## config.mk

```make
export PLATFORM = sky130hd
export DESIGN_NAME = fgcell
export DESIGN_NICKNAME = d
export VERILOG_FILES = /design/src/rtl/fgcell_pkg.sv /design/src/rtl/fgcell_insel.sv /design/src/rtl/fgcell_func.sv /design/src/rtl/fgcell_busctl.sv /design/src/rtl/fgcell.sv
export SDC_FILE = /design/constraint.sdc
export NUM_CORES = 1
export LEC_CHECK = 0
export ABC_AREA = 1
export BUFFER_PORTS_ARGS = -buffer_cell sky130_fd_sc_hd__buf_2
export CORE_AREA = 3 3 41 43
export CTS_BUF_LIST = sky130_fd_sc_hd__clkbuf_4
export CTS_CLUSTER_SIZE = 14
export DETAILED_ROUTE_END_ITERATION = 8
export DIE_AREA = 0 0 44 46
export PLACE_DENSITY = 0.83
export SLEW_MARGIN = 30
export SYNTH_ARGS = -nofsm -noshare
export SYNTH_HDL_FRONTEND = slang
export SYNTH_HIERARCHICAL = 1
export SYNTH_SLANG_ARGS = --single-unit
export TNS_END_PERCENT = 1
```

## constraint.sdc

```tcl
create_clock -name col_clk -period 2.45 [get_ports col_clk]
set_clock_uncertainty 0.05 [all_clocks]
set_input_delay 0.245 -clock col_clk [delete_from_list [all_inputs] [get_ports col_clk]]
set_output_delay 0.245 -clock col_clk [all_outputs]
set_load 0.1 [all_outputs]
```

## src/rtl/fgcell_pkg.sv

```systemverilog
package fgcell_pkg;
  localparam int NNBR   = 4;
  localparam int NBUS   = 4;
  localparam int NPAIR  = NBUS / 2;
  localparam int SRC_W  = $clog2(NNBR) + 1;
  localparam int OP_W   = 2;
  localparam int ST_W   = 2;

  localparam logic [OP_W-1:0] OP_ONE  = 2'd0;
  localparam logic [OP_W-1:0] OP_ZERO = 2'd1;
  localparam logic [OP_W-1:0] OP_VBUS = 2'd2;
  localparam logic [OP_W-1:0] OP_HBUS = 2'd3;

  typedef enum logic [ST_W-1:0] {
    ST_PASS  = 2'd0,
    ST_SWAP  = 2'd1,
    ST_LOGIC = 2'd2,
    ST_REG   = 2'd3
  } fstate_e;
endpackage

```

## src/rtl/fgcell_insel.sv

```systemverilog
module fgcell_insel #(
  parameter int N  = 4,
  parameter int SW = $clog2(N) + 1
) (
  input  logic [N-1:0]  src,
  input  logic [SW-1:0] sel,
  output logic          val
);
  localparam int IW = SW - 1;

  always_comb begin
    if (sel[SW-1]) val = 1'b1;
    else           val = src[sel[IW-1:0]];
  end
endmodule

```

## src/rtl/fgcell_func.sv

```systemverilog
module fgcell_func
  import fgcell_pkg::*;
(
  input  logic            clk,
  input  logic            rst_n,
  input  logic            left,
  input  logic            right,
  input  logic [ST_W-1:0] state,
  output logic            a,
  output logic            b
);
  logic q;
  logic x;

  assign x = left ^ right;

  always_ff @(posedge clk or negedge rst_n) begin
    if (!rst_n) q <= 1'b0;
    else        q <= x;
  end

  always_comb begin
    unique case (fstate_e'(state))
      ST_PASS:  begin a = left;  b = right;           end
      ST_SWAP:  begin a = right; b = left;            end
      ST_LOGIC: begin a = x;     b = ~(left & right); end
      default:  begin a = q;     b = left & right;    end
    endcase
  end


  xor_nand_chk: assert property (@(posedge clk) disable iff (!rst_n)
    (state == 2'd2 && a) |-> b);


  reg_load_chk: assert property (@(posedge clk) disable iff (!rst_n)
    $past(rst_n) |-> q == $past(left ^ right));


  reg_clear_chk: assert property (@(posedge clk) !rst_n |-> !q);
endmodule

```

## src/rtl/fgcell_busctl.sv

```systemverilog
module fgcell_busctl
  import fgcell_pkg::*;
(
  input  logic [NBUS-1:0]  bus_in,
  input  logic [NBUS-1:0]  rd_use,
  input  logic [NBUS-1:0]  wr,
  input  logic             wr_gated,
  input  logic             gate_val,
  input  logic             a_val,
  input  logic             b_val,
  input  logic [NPAIR-1:0] turn,
  input  logic [NPAIR-1:0] turn_dir,
  output logic [NBUS-1:0]  drv_en,
  output logic [NBUS-1:0]  drv_data,
  output logic             err
);
  logic [NBUS-1:0] clash;
  logic [NBUS-1:0] raw_en;
  logic [NBUS-1:0] raw_data;
  logic            gate;

  assign gate = wr_gated ? gate_val : 1'b1;

  for (genvar i = 0; i < NBUS; i++) begin : g_wire
    localparam int P = i / 2;
    localparam bit IS_H = (i % 2) == 1;
    logic [1:0] uses;
    logic       t_tgt;
    assign uses  = {1'b0, rd_use[i]} + {1'b0, wr[i]} + {1'b0, turn[P]};
    assign clash[i] = uses > 2'd1;
    assign t_tgt = turn[P] && (IS_H ? !turn_dir[P] : turn_dir[P]);
    always_comb begin
      if (t_tgt) begin
        raw_en[i]   = 1'b1;
        raw_data[i] = bus_in[IS_H ? i - 1 : i + 1];
      end else begin
        raw_en[i]   = wr[i] & gate;
        raw_data[i] = (P == 0) ? a_val : b_val;
      end
    end
  end

  assign err      = |clash;
  assign drv_en   = err ? '0 : raw_en;
  assign drv_data = drv_en & raw_data;


  always_comb begin
    if (!err && !wr_gated)
      wr_drive_chk: assert ((wr & ~drv_en) == '0);
  end
endmodule

```

## src/rtl/fgcell.sv

```systemverilog
module fgcell
  import fgcell_pkg::*;
(
  input  logic                col_clk,
  input  logic                col_rst_n,
  input  logic [NNBR-1:0]     nbr_a_in,
  input  logic [NNBR-1:0]     nbr_b_in,
  input  logic [NBUS-1:0]     bus_in,
  input  logic [SRC_W-1:0]    cfg_a_src,
  input  logic [SRC_W-1:0]    cfg_b_src,
  input  logic [OP_W-1:0]     cfg_l_op,
  input  logic [OP_W-1:0]     cfg_r_op,
  input  logic [ST_W-1:0]     cfg_state,
  input  logic [NBUS-1:0]     cfg_wr,
  input  logic                cfg_wr_gated,
  input  logic [NPAIR-1:0]    cfg_turn,
  input  logic [NPAIR-1:0]    cfg_turn_dir,
  output logic                a_out,
  output logic                b_out,
  output logic [NBUS-1:0]     bus_drv_en,
  output logic [NBUS-1:0]     bus_drv_data,
  output logic                cfg_err
);
  logic                 a_sel, b_sel;
  logic [NPAIR-1:0]     side_val;
  logic [NPAIR-1:0]     and_out;
  logic [OP_W-1:0]      op [NPAIR];
  logic [NBUS-1:0]      rd_use;

  fgcell_insel #(.N(NNBR), .SW(SRC_W)) u_asel (
    .src(nbr_a_in), .sel(cfg_a_src), .val(a_sel));
  fgcell_insel #(.N(NNBR), .SW(SRC_W)) u_bsel (
    .src(nbr_b_in), .sel(cfg_b_src), .val(b_sel));

  assign side_val[0] = a_sel;
  assign side_val[1] = b_sel;
  assign op[0] = cfg_l_op;
  assign op[1] = cfg_r_op;

  for (genvar p = 0; p < NPAIR; p++) begin : g_side
    logic opnd;
    always_comb begin
      unique case (op[p])
        OP_ONE:  opnd = 1'b1;
        OP_ZERO: opnd = 1'b0;
        OP_VBUS: opnd = bus_in[2*p];
        default: opnd = bus_in[2*p+1];
      endcase
    end
    assign and_out[p]    = side_val[p] & opnd;
    assign rd_use[2*p]   = op[p] == OP_VBUS;
    assign rd_use[2*p+1] = op[p] == OP_HBUS;
  end

  fgcell_func u_func (
    .clk(col_clk), .rst_n(col_rst_n),
    .left(and_out[0]), .right(and_out[1]),
    .state(cfg_state), .a(a_out), .b(b_out));

  fgcell_busctl u_bus (
    .bus_in(bus_in), .rd_use(rd_use), .wr(cfg_wr),
    .wr_gated(cfg_wr_gated), .gate_val(b_sel),
    .a_val(a_out), .b_val(b_out),
    .turn(cfg_turn), .turn_dir(cfg_turn_dir),
    .drv_en(bus_drv_en), .drv_data(bus_drv_data), .err(cfg_err));


  conflict_quiet_chk: assert property (@(posedge col_clk) disable iff (!col_rst_n)
    cfg_err |-> bus_drv_en == '0);


  route_pop_chk: assert property (@(posedge col_clk) disable iff (!col_rst_n)
    cfg_state[1] == 1'b0 |-> $countones({a_out, b_out}) == $countones(and_out));
endmodule

```

* Yosys cells after proc, flatten, opt, wreduce, memory -nomap -nowiden
Cells that the tools add are included.
** Storage, ports and cells
- Memory bits (writable) :: 0
- Memories kept :: 0
- ROM bits :: 0
- Input bits :: 35
- Latch bits :: 0
- Flip-flop bits (word level) :: 1
- Output and inout port bits :: 11
** Operators by class
- Reductions and logical operators :: 10
- Eq/ne operators :: 8
- Multiplexer cells :: 20
- Order comparisons :: 6
- $add $sub $neg :: 8
- Shift-type cells :: 0
- Multiply operators :: 0
- Bitwise logic cells :: 10
- Divide/modulo/power cells :: 0
** Operator list (number)
- 1-bit two-way mux :: 13
- 1-bit case mux with 3 select lines :: 4
- 2-bit equality test, second input constant :: 5
- 1-bit by 1-bit adder with 2-bit output :: 4
- 2-bit by 1-bit adder with 2-bit output :: 4
- 2-bit by 1-bit > comparator with 1-bit output, second input constant :: 4
- 1-bit bitwise AND :: 7
- 2-bit by 1-bit equality test with 1-bit output, second input constant :: 3
- 2-bit logical NOT :: 3
- 2-bit by 3-bit less-than comparator with 1-bit output, second input constant :: 2
- 4-bit bitwise AND :: 1
- 1-bit binary-select mux with 2-bit select :: 2
- 1-bit logical AND :: 4
- 4-bit two-way mux :: 1
- 4-bit OR reduction :: 1
- 1-bit logical NOT :: 2
- 1-bit NOT :: 1
- 1-bit bitwise XOR :: 1

* Longest topological paths before layout
Gate-level depths: netlist of the first run.
- Depth in word-level cells :: 9
- Gate-level depth with buffers :: 14

* Cells and area by module
Netlist of the first run, hierarchy kept.
** Modules (own cells, without submodules)
- fgcell_busctl :: seq. area each 0.0 um2, cells an instance 59, times used 1, area each 287.8 um2
- fgcell_func :: seq. area each 25.0 um2, cells an instance 15, times used 1, area each 101.3 um2
- fgcell :: seq. area each 0.0 um2, cells an instance 20, times used 1, area each 90.1 um2
- fgcell_insel :: seq. area each 0.0 um2, cells an instance 11, times used 2, area each 43.8 um2

* Worst setup path after synthesis of the first run
OpenSTA, ideal clock, no wires.
- Path kind :: input -> output
- Start :: input cfg_b_src[0]
- End :: output bus_drv_data[0]
- Setup slack :: -1.083 ns
- Path buffers :: 0
- Stages :: 14
- Required time :: 2.155 ns
- Arrival time :: 3.238 ns
- Cells stage by stage :: inv_1 nand2_1 nand3_1 nand2_1 nand2_1 nand2_1 nor2_1 ha_1 nand3_1 nand4_1 nand2_1 nand2_1 inv_1 nor2_1
** On the way
- Cells in the longest elaborated chain, start to end :: 8
- Elaborated cells on any way between the ends :: 12
- Those cells by class :: mux (8); bitwise (4)
** RTL lines
- from (decl) :: line fgcell.sv:10 : input logic [SRC_W-1:0] cfg_b_src,
- 1-bit binary-select mux with 2-bit select :: line fgcell_insel.sv:13 : else val = src[sel[IW-1:0]];
- 1-bit two-way mux (implied by the code) :: line fgcell_insel.sv:13
- 1-bit two-way mux :: line fgcell_insel.sv:12 : if (sel[SW-1]) val = 1'b1;
- via b_sel :: line fgcell.sv:24 : logic a_sel, b_sel;
- 1-bit bitwise AND :: line fgcell.sv:50 : assign and_out[p] = side_val[p] & opnd;
- via and_out[1] :: line fgcell.sv:26 : logic [NPAIR-1:0] and_out;
- 1-bit bitwise XOR :: line fgcell_func.sv:15 : assign x = left ^ right;
- via u_func.x :: line fgcell_func.sv:13 : logic x;
- 1-bit case mux with 3 select lines :: line fgcell_func.sv:23 : unique case (fstate_e'(state))
- via a_out :: line fgcell.sv:18 : output logic a_out,
- 1-bit two-way mux :: line fgcell_busctl.sv:33 : if (t_tgt) begin
- 4-bit bitwise AND :: line fgcell_busctl.sv:45 : assign drv_data = drv_en & raw_data;
- to (decl) :: line fgcell.sv:21 : output logic [NBUS-1:0] bus_drv_data,
The timed path passes the listed nets, and every way through them passes these cells. The select of a mux whose other input is x is not followed.

* Worst setup path after layout of the first run
- Start :: input cfg_b_src[0]
- End :: output bus_drv_data[0]
** On the way
- Cells in the longest elaborated chain, start to end :: 8
- Elaborated cells on any way between the ends :: 12
- Those cells by class :: mux (8); bitwise (4)
** RTL lines (line)
- 1-bit binary-select mux with 2-bit select :: fgcell_insel.sv:13
- 1-bit two-way mux (implied by the code) :: fgcell_insel.sv:13
- 1-bit two-way mux :: fgcell_insel.sv:12
- via b_sel :: fgcell.sv:24
- 1-bit bitwise AND :: fgcell.sv:50
- via and_out[1] :: fgcell.sv:26
- 1-bit bitwise XOR :: fgcell_func.sv:15
- via u_func.x :: fgcell_func.sv:13
- 1-bit case mux with 3 select lines :: fgcell_func.sv:23
- 1-bit two-way mux :: fgcell_busctl.sv:33
- 4-bit bitwise AND :: fgcell_busctl.sv:45
The timed path passes the listed nets, and every way through them passes these cells. The select of a mux whose other input is x is not followed.

==> impl_metrics.yaml, run 1 <==
outcome:
  status: "completed"
worst_setup_path:
  cp.depth: 16
  crit_chain: "buf_2, inv_1, nand2_1, nand3_1, nand2_1, nand2_1, nand2_1, nor2_2, ha_1, nand3_1, nand4_1, nand2_1, nand2_1, inv_2, nor2_4, buf_12"
  cp.required_ps: 2150
  worstPathMaxFanout: 3
  crit_slowest_cell: "ha_1"
  end_kind: "output pin"
  crit_path_start: "cfg_b_src[0]"
  path_common_cell: "nand2_1"
  crit_end: "bus_drv_data[0]"
  worst-path-buf-inv: 4
  path_delay_family: "simple AND/OR/NAND/NOR gates"
  arrival_ps: 1810
  critPathLaunchType: "primary input"
  crit_type: "in -> out"
  slowest_delay_ps: 280
cells_and_area:
  final_layout_size_suffix_gt1_share_pct: 38.9
  mostFrequentLayoutCells: "42 x nand2_1, 41 x buf_2, 23 x inv_1"
  layout_commonest_cell: "nand2_1"
  top_regs: "u_func/q (1)"
  n_antenna_cell: 0
  area_growth_pct: 61.6
  largest_reg_flops: 1
  nets: 204
  regMostFlops: "u_func/q"
timing:
  max_clock_freq_mhz: 475
  finalHoldViolCount: 0
  tns_ps: 0
  min_period_over_period_pct: 85.9
  finalMaxSlewViolations: 0
  setup_slack_ps: 346
  worstMarginPinSlew_ps: 487
  setup_viol: 0
  period_needed_ps: 2100
  rsz0062_at_grt: "false"
  whs_ps: 512
  slew_headroom_pct: 67.7
power_and_ir_drop:
  p_per_area_nw_per_um2: 330
  total_power_uw: 302
  power_leakage_uw: 0.000613
  irDropWorstVdd_v: 0.000163
place:
  gp_congestion: 0.809
  port_buffers: 45
  place_hpwl_mm: 1.47
  dpl_worst_slack_ps: 372
global_route:
  antenna_found_initial: 0
  track_usage_pct: 16.4
  grt_remaining_overflow: 0
  grt_pass1_vias: 723
  grt_max_degree: 7
  grt_pass1_wl_mm: 2.71
clock_tree:
  clkSlewWorstSetupHoldPaths_ps: 0
  cts.repair.resized: 0
  cts_hold_buffers: 1
  cts_setup_buffers: 0
min_path:
  hold_path.class: "in -> async"
yosys:
  syn_area_per_cell_um2: 4.89
  yosysWarningCount: 6
  netlist_area_um2: 567
  synth.distinct_cells: 14
  ys_seq_area_share_pct: 4.42
  ys_ff_latch: 1
  syn_inst: 116
  syn-num-nets: 156
routing:
  first_pass_iters: 4
  post-route-drc-count: 0
  drt_iter0_drc: 5
  detail-route-antenna-nets: 0
  wirelength_mm: 1.58
  wl_per_cell_um: 8.90
  viasPerCell: 4.68
  vias: 828
job:
  drv_cap: 0
floorplanning:
  core-area_um2: 1330
  dieArea_um2: 2020
  rows: 13
  initial_core_util_pct: 42.5
  die_w_um: 44
  die_y_um: 46
  io_pins: 46
## routing by layer
| metal | global-route usage [%] | up-vias | wire, µm |
|---|---|---|---|
| li1 | - | 448 | - |
| met2 | 34.3 | 25 | 815 |
| met1 | 19.1 | 355 | 653 |
| met3 | 0.395 | 0 | 107 |
| met4 | 0 | 0 | 0 |
| met5 | 0 | - | 0 |
## Yosys cell counts
cell / count / area, µm²
ha_1: 5 / 62.6
nand3_2: 2 / 20.0
nand3_1: 17 / 85.1
inv_1: 25 / 93.8
nand3b_1: 1 / 7.51
a21oi_1: 2 / 10.0
and2_2: 1 / 7.51
inv_2: 2 / 7.51
nand2_2: 4 / 25.0
nor2_1: 11 / 41.3
nand4_1: 2 / 12.5
nand2_1: 42 / 158
dfrtp_1: 1 / 25.0
nor2_4: 1 / 11.3
## where the power goes
group / leakage, µW / internal (µW) / switching (µW)
Sequential: 0.0000117 / 20.1 / 0.996
Combinational: 0.000601 / 78.8 / 202
Clock: 0 / 0 / 0
Total: 0.000613 / 98.9 / 203
## cells by family (layout without fill, tap and decap cells)
logic type / Yosys count / after routing / share of synthesized area, %
and+or+nand+nor: 81 / 81 / 64.9
buffers and inverters: 27 / 73 / 17.9
adders and majority gates: 5 / 5 / 11.0
AOI/OAI and AO/OA: 2 / 2 / 1.77
DFF: 1 / 1 / 4.41
## final cells by class
type | instances | area (µm²)
Multi-Input combinational cell | 88 | 475
Fill cell | 137 | 418
Timing Repair Buffer | 46 | 295
Inverter | 27 | 101
Sequential cell | 1 | 25.0
Tap cell | 15 | 18.8
## worst min path at each step
stage | start | end | slack, ps | depth (start not counted)
after floorplan | col_rst_n | u_func/q | -100 | 0
after global placement | col_rst_n | u_func/q | -30 | 1
after detailed placement | col_rst_n | u_func/q | -30 | 1
after CTS | col_rst_n | u_func/q | 500 | 2
after global routing | col_rst_n | u_func/q | 540 | 2
final | col_rst_n | u_func/q | 510 | 2
## through the flow
stage	area (µm²)	std cells	util, %
finish	916	177	68.7
global placement	906	176	67.9
detailed placement	906	176	67.9
CTS	916	177	68.7
global route	916	177	68.7
floorplan	602	116	-
(Power assumes the default switching activity.)
==> run 2, diff against run 1 <==
- REMOVE_ABC_BUFFERS: not set -> 1
==> run 2 against run 1 <==
  * Critical path depth is the same
  * Via count shrank 2.3%
  * Cell count is the same
  * Sequential cell count is the same
  * Global-route usage shrank 0.15 points
  * Total power shrank 3.5%
  * Utilization shrank 2.6 points
  * Wire length grew 3.7%
  * Maximum frequency shrank 4.3%
  * Sequential power is essentially flat
  * Combinational power shrank 4%
  * Sequential share of layout area grew 0.11 points
  * Critical endpoint is now bus_drv_data[3]
==> impl_metrics.yaml, run 2 (synthesis results as in run 1) <==
outcome:
  status: "completed"
place:
  port_buffers: 45
  dpl.cell_count: 176
  gp_congestion: 0.843
  dpl_worst_slack_ps: 258
  place_hpwl_mm: 1.47
cells_and_area:
  final_layout_size_suffix_gt1_share_pct: 34.0
  nFillCells: 137
  mostFrequentLayoutCells: "42 x nand2_1, 41 x buf_2, 25 x inv_1"
  multi_input_area_um2: 440
  largest_reg_flops: 1
  n_antenna_cell: 0
  layout_commonest_cell: "nand2_1"
  register_area_um2: 25.0
  nets: 204
  area_growth_pct: 55.4
  regMostFlops: "u_func/q"
  top_regs: "u_func/q (1)"
  fin_cells: 177
worst_setup_path:
  crit_type: "in -> out"
  critPathLaunchType: "primary input"
  worstPathMaxFanout: 3
  cp.required_ps: 2150
  end_kind: "output pin"
  path_common_cell: "nand2_1"
  worst-path-buf-inv: 4
  crit_slowest_cell: "nor2_1"
  path_delay_family: "simple AND/OR/NAND/NOR gates"
  crit_chain: "buf_2, inv_1, nand2_1, nand3_1, nand2_1, nand2_1, nand2_1, nor2_1, ha_1, nand3_1, nand4_1, nand2_1, nand2_1, inv_1, nor2_1, buf_12"
  slowest_delay_ps: 210
  arrival_ps: 1900
power_and_ir_drop:
  power_leakage_uw: 0.000615
  p_per_area_nw_per_um2: 331
  total_power_uw: 292
  irDropWorstVdd_v: 0.000146
timing:
  setup_slack_ps: 251
  setup_viol: 0
  tns_ps: 0
  rsz0062_at_grt: "false"
  min_period_over_period_pct: 89.8
  finalHoldViolCount: 0
  finalMaxSlewViolations: 0
  period_needed_ps: 2200
  slew_headroom_pct: 67.6
  max_clock_freq_mhz: 455
  worstMarginPinSlew_ps: 489
routing:
  first_pass_iters: 4
  wirelength_mm: 1.64
  post-route-drc-count: 0
  drt_iter0_drc: 9
  detail-route-antenna-nets: 0
  viasPerCell: 4.57
  vias: 809
  wl_per_cell_um: 9.24
global_route:
  grt_max_degree: 7
  use_met3_pct: 0.395
  grt_remaining_overflow: 0
  track_usage_pct: 16.2
  met1_usage_pct: 19.4
  antenna_found_initial: 0
  grt_pass1_wl_mm: 2.66
  grt_busiest_layer: "met2"
  grt_pass1_vias: 731
  grt_use_met2_pct: 32.8
floorplanning:
  rows: 13
  io_pins: 46
  initial_core_util_pct: 42.5
  die_y_um: 46
  die_w_um: 44
  dieArea_um2: 2020
  core-area_um2: 1330
job:
  drv_cap: 0
clock_tree:
  clkSlewWorstSetupHoldPaths_ps: 0
  cts.repair.resized: 0
  cts_setup_buffers: 0
  cts_hold_buffers: 1
min_path:
  hold_path.class: "in -> async"
## run 2: where the power goes
| group | internal [µW] | switching (µW) | leakage, µW |
|---|---|---|---|
| sequential | 20.1 | 0.715 | 0.0000117 |
| clock | 0 | 0 | 0 |
| combinational | 76.2 | 194 | 0.000603 |
## run 2: stage by stage
| stage | utilization [%] | hold slack [ps] | cell area, µm² |
|---|---|---|---|
| global route | 66.0 | 532 | 881 |
| finish | 66.0 | 501 | 881 |
| CTS | 66.0 | 510 | 881 |
| global placement | 65.3 | -29.5 | 871 |
| floorplan | - | -101 | 567 |
| detailed placement | 65.3 | -27.7 | 871 |
## run 2: per-layer routing
layer | vias to the layer above | share of wire, %
met5 | - | 0
met4 | 0 | 0
met3 | 0 | 7.3
met2 | 30 | 52
met1 | 335 | 41
li1 | 444 | -
## run 2: final cells by class
cell class	instances	share of cell area [%]
repair buffers	46	33.5
multi-input cells	88	50.0
inverters	27	11.5
well taps	15	2.13
flip-flops and latches	1	2.84
## run 2: path summary, 6_finish.rpt
check	start	to	slack [ps]	depth (start not counted)
max in group asynchronous	col_rst_n	u_func/q	1760	2
setup / recovery	cfg_b_src[0]	bus_drv_data[3]	250	16
min in group col_clk	bus_in[1]	u_func/q	800	4
hold / removal	col_rst_n	u_func/q	500	2
==> run 3, diff against run 2 <==
- SETUP_SLACK_MARGIN: not set -> 0.4
- clock period: 2.45 -> 2.6 ns (I/O delays scaled with it)
==> run 3 against run 2 <==
  * Via count is 5.2% higher
  * First-iteration DRC count is 22% higher
  * Highest routed layer unchanged
  * Largest power group unchanged
  * Sequential share of layout area down 0.14 points
==> impl_metrics.yaml, run 3 (synthesis results as in run 1) <==
power_and_ir_drop:
  irDropWorstVdd_v: 0.000154
  power_frac_comb_pct: 93.3
  power_leakage_uw: 0.000621
  seq_power_share_pct: 6.7
  switching_share_pct: 65.9
  p_int_uw: 101
  p_per_area_nw_per_um2: 318
  total_power_uw: 295
  p_switching_uw: 194
  power_frac_clock_pct: 0
floorplanning:
  dieArea_um2: 2020
  die_w_um: 44
  die_y_um: 46
  initial_core_util_pct: 42.5
  core-area_um2: 1330
  rows: 13
  io_pins: 46
place:
  port_buffers: 45
  place_hpwl_mm: 1.43
  gp_congestion: 0.804
  dpl-instance-area_um2: 811
routing:
  first_pass_iters: 4
  post-route-drc-count: 0
  detail-route-antenna-nets: 0
  wl_per_cell_um: 9.80
  wirelength_mm: 1.75
  viasPerCell: 4.75
  vias: 851
  drt_iter0_drc: 11
worst_setup_path:
  cp.required_ps: 2290
  critPathLaunchType: "primary input"
  crit_path_start: "cfg_b_src[0]"
  arrival_ps: 1800
  end_kind: "output pin"
  worstPathMaxFanout: 3
  crit_type: "in -> out"
cells_and_area:
  area_growth_pct: 63.6
  final_layout_size_suffix_gt1_share_pct: 40.9
  nets: 206
  top_regs: "u_func/q (1)"
  stdcell_area_um2: 927
  mostFrequentLayoutCells: "41 x buf_2, 40 x nand2_1, 23 x inv_1"
  regMostFlops: "u_func/q"
  layout_commonest_cell: "buf_2"
  largest_reg_flops: 1
  n_antenna_cell: 0
clock_tree:
  clkSlewWorstSetupHoldPaths_ps: 0
timing:
  finalHoldViolCount: 0
  period_needed_ps: 2110
  slew_headroom_pct: 67.6
  setup_viol: 0
  finalMaxSlewViolations: 0
  min_period_over_period_pct: 81.2
  worstMarginPinSlew_ps: 489
  rsz0062_at_grt: "true"
  max_clock_freq_mhz: 474
global_route:
  grt_max_degree: 7
  grt_pass1_wl_mm: 2.55
  grt_remaining_overflow: 0
  track_usage_pct: 15.5
  grt_pass1_vias: 725
  antenna_found_initial: 0
outcome:
  status: "completed"
min_path:
  hold_path.class: "in -> async"
job:
  drv_cap: 0
run 3: cell types whose count changed in the layout (fill, tap and decap cells not counted), sizes merged:
cell / previous run / this run
buf: 45 / 47
run 3: worst max-delay path, stage by stage:
cell	delay, ps
buf_2	110
inv_2	50
nand2_1	40
nand3_1	60
nand2_1	70
nand2_2	70
nand2_2	70
nor2_4	160
ha_4	160
nand3_1	80
nand4_1	130
buf_4	130
buf_2	410
run 3: power groups by stage:
stage                     Sequential (µW)  Clock (µW)  Combinational, µW
after global routing                 20.3           0                295
after detailed placement             19.6           0                242
final                                19.6           0                275
after global placement               19.6           0                238
after floorplan                      19.5           0                182
after CTS                            19.6           0                246
run 3: timing repair:
action,CTS,global route
pin swaps,0,7
resized for setup,3,25
endpoints found under the setup margin,4,6
hold buffers,1,0
setup buffers,0,2
hold endpoints to repair,1,0
run 3: worst paths after layout:
kind                            end
hold / removal             u_func/q
max in group asynchronous  u_func/q
min in group col_clk       u_func/q
setup / recovery              b_out
run 3: layout make-up:
type / count / area (µm²)
timing repair buffer: 48 / 302
sequential: 1 / 25.0
fill: 130 / 407
tap: 15 / 18.8
inverter: 27 / 101
multi-input combinational: 88 / 480
run 3: layer usage:
layer / share of wire, % / routed length, µm / global-route usage, % / up-vias
met3: 7.1 / 124 / 0 / 0
met2: 54 / 946 / 34.0 / 40
met4: 0 / 0 / 1.20 / 0
li1: - / - / - / 451
met1: 39 / 683 / 16.6 / 360
met5: 0 / 0 / 0 / -
run 3: metrics by stage:
step	setup slack, ps	hold WS, ps	std cells	utilization (%)	TNS, ps
after global placement	345	-14.3	176	60.8	0
after CTS	300	533	177	62.1	0
after floorplan	-963	-85.6	116	-	-3680
after global routing	350	544	179	69.5	0
after detailed placement	259	-11.2	176	60.8	0
final	490	524	179	69.5	0
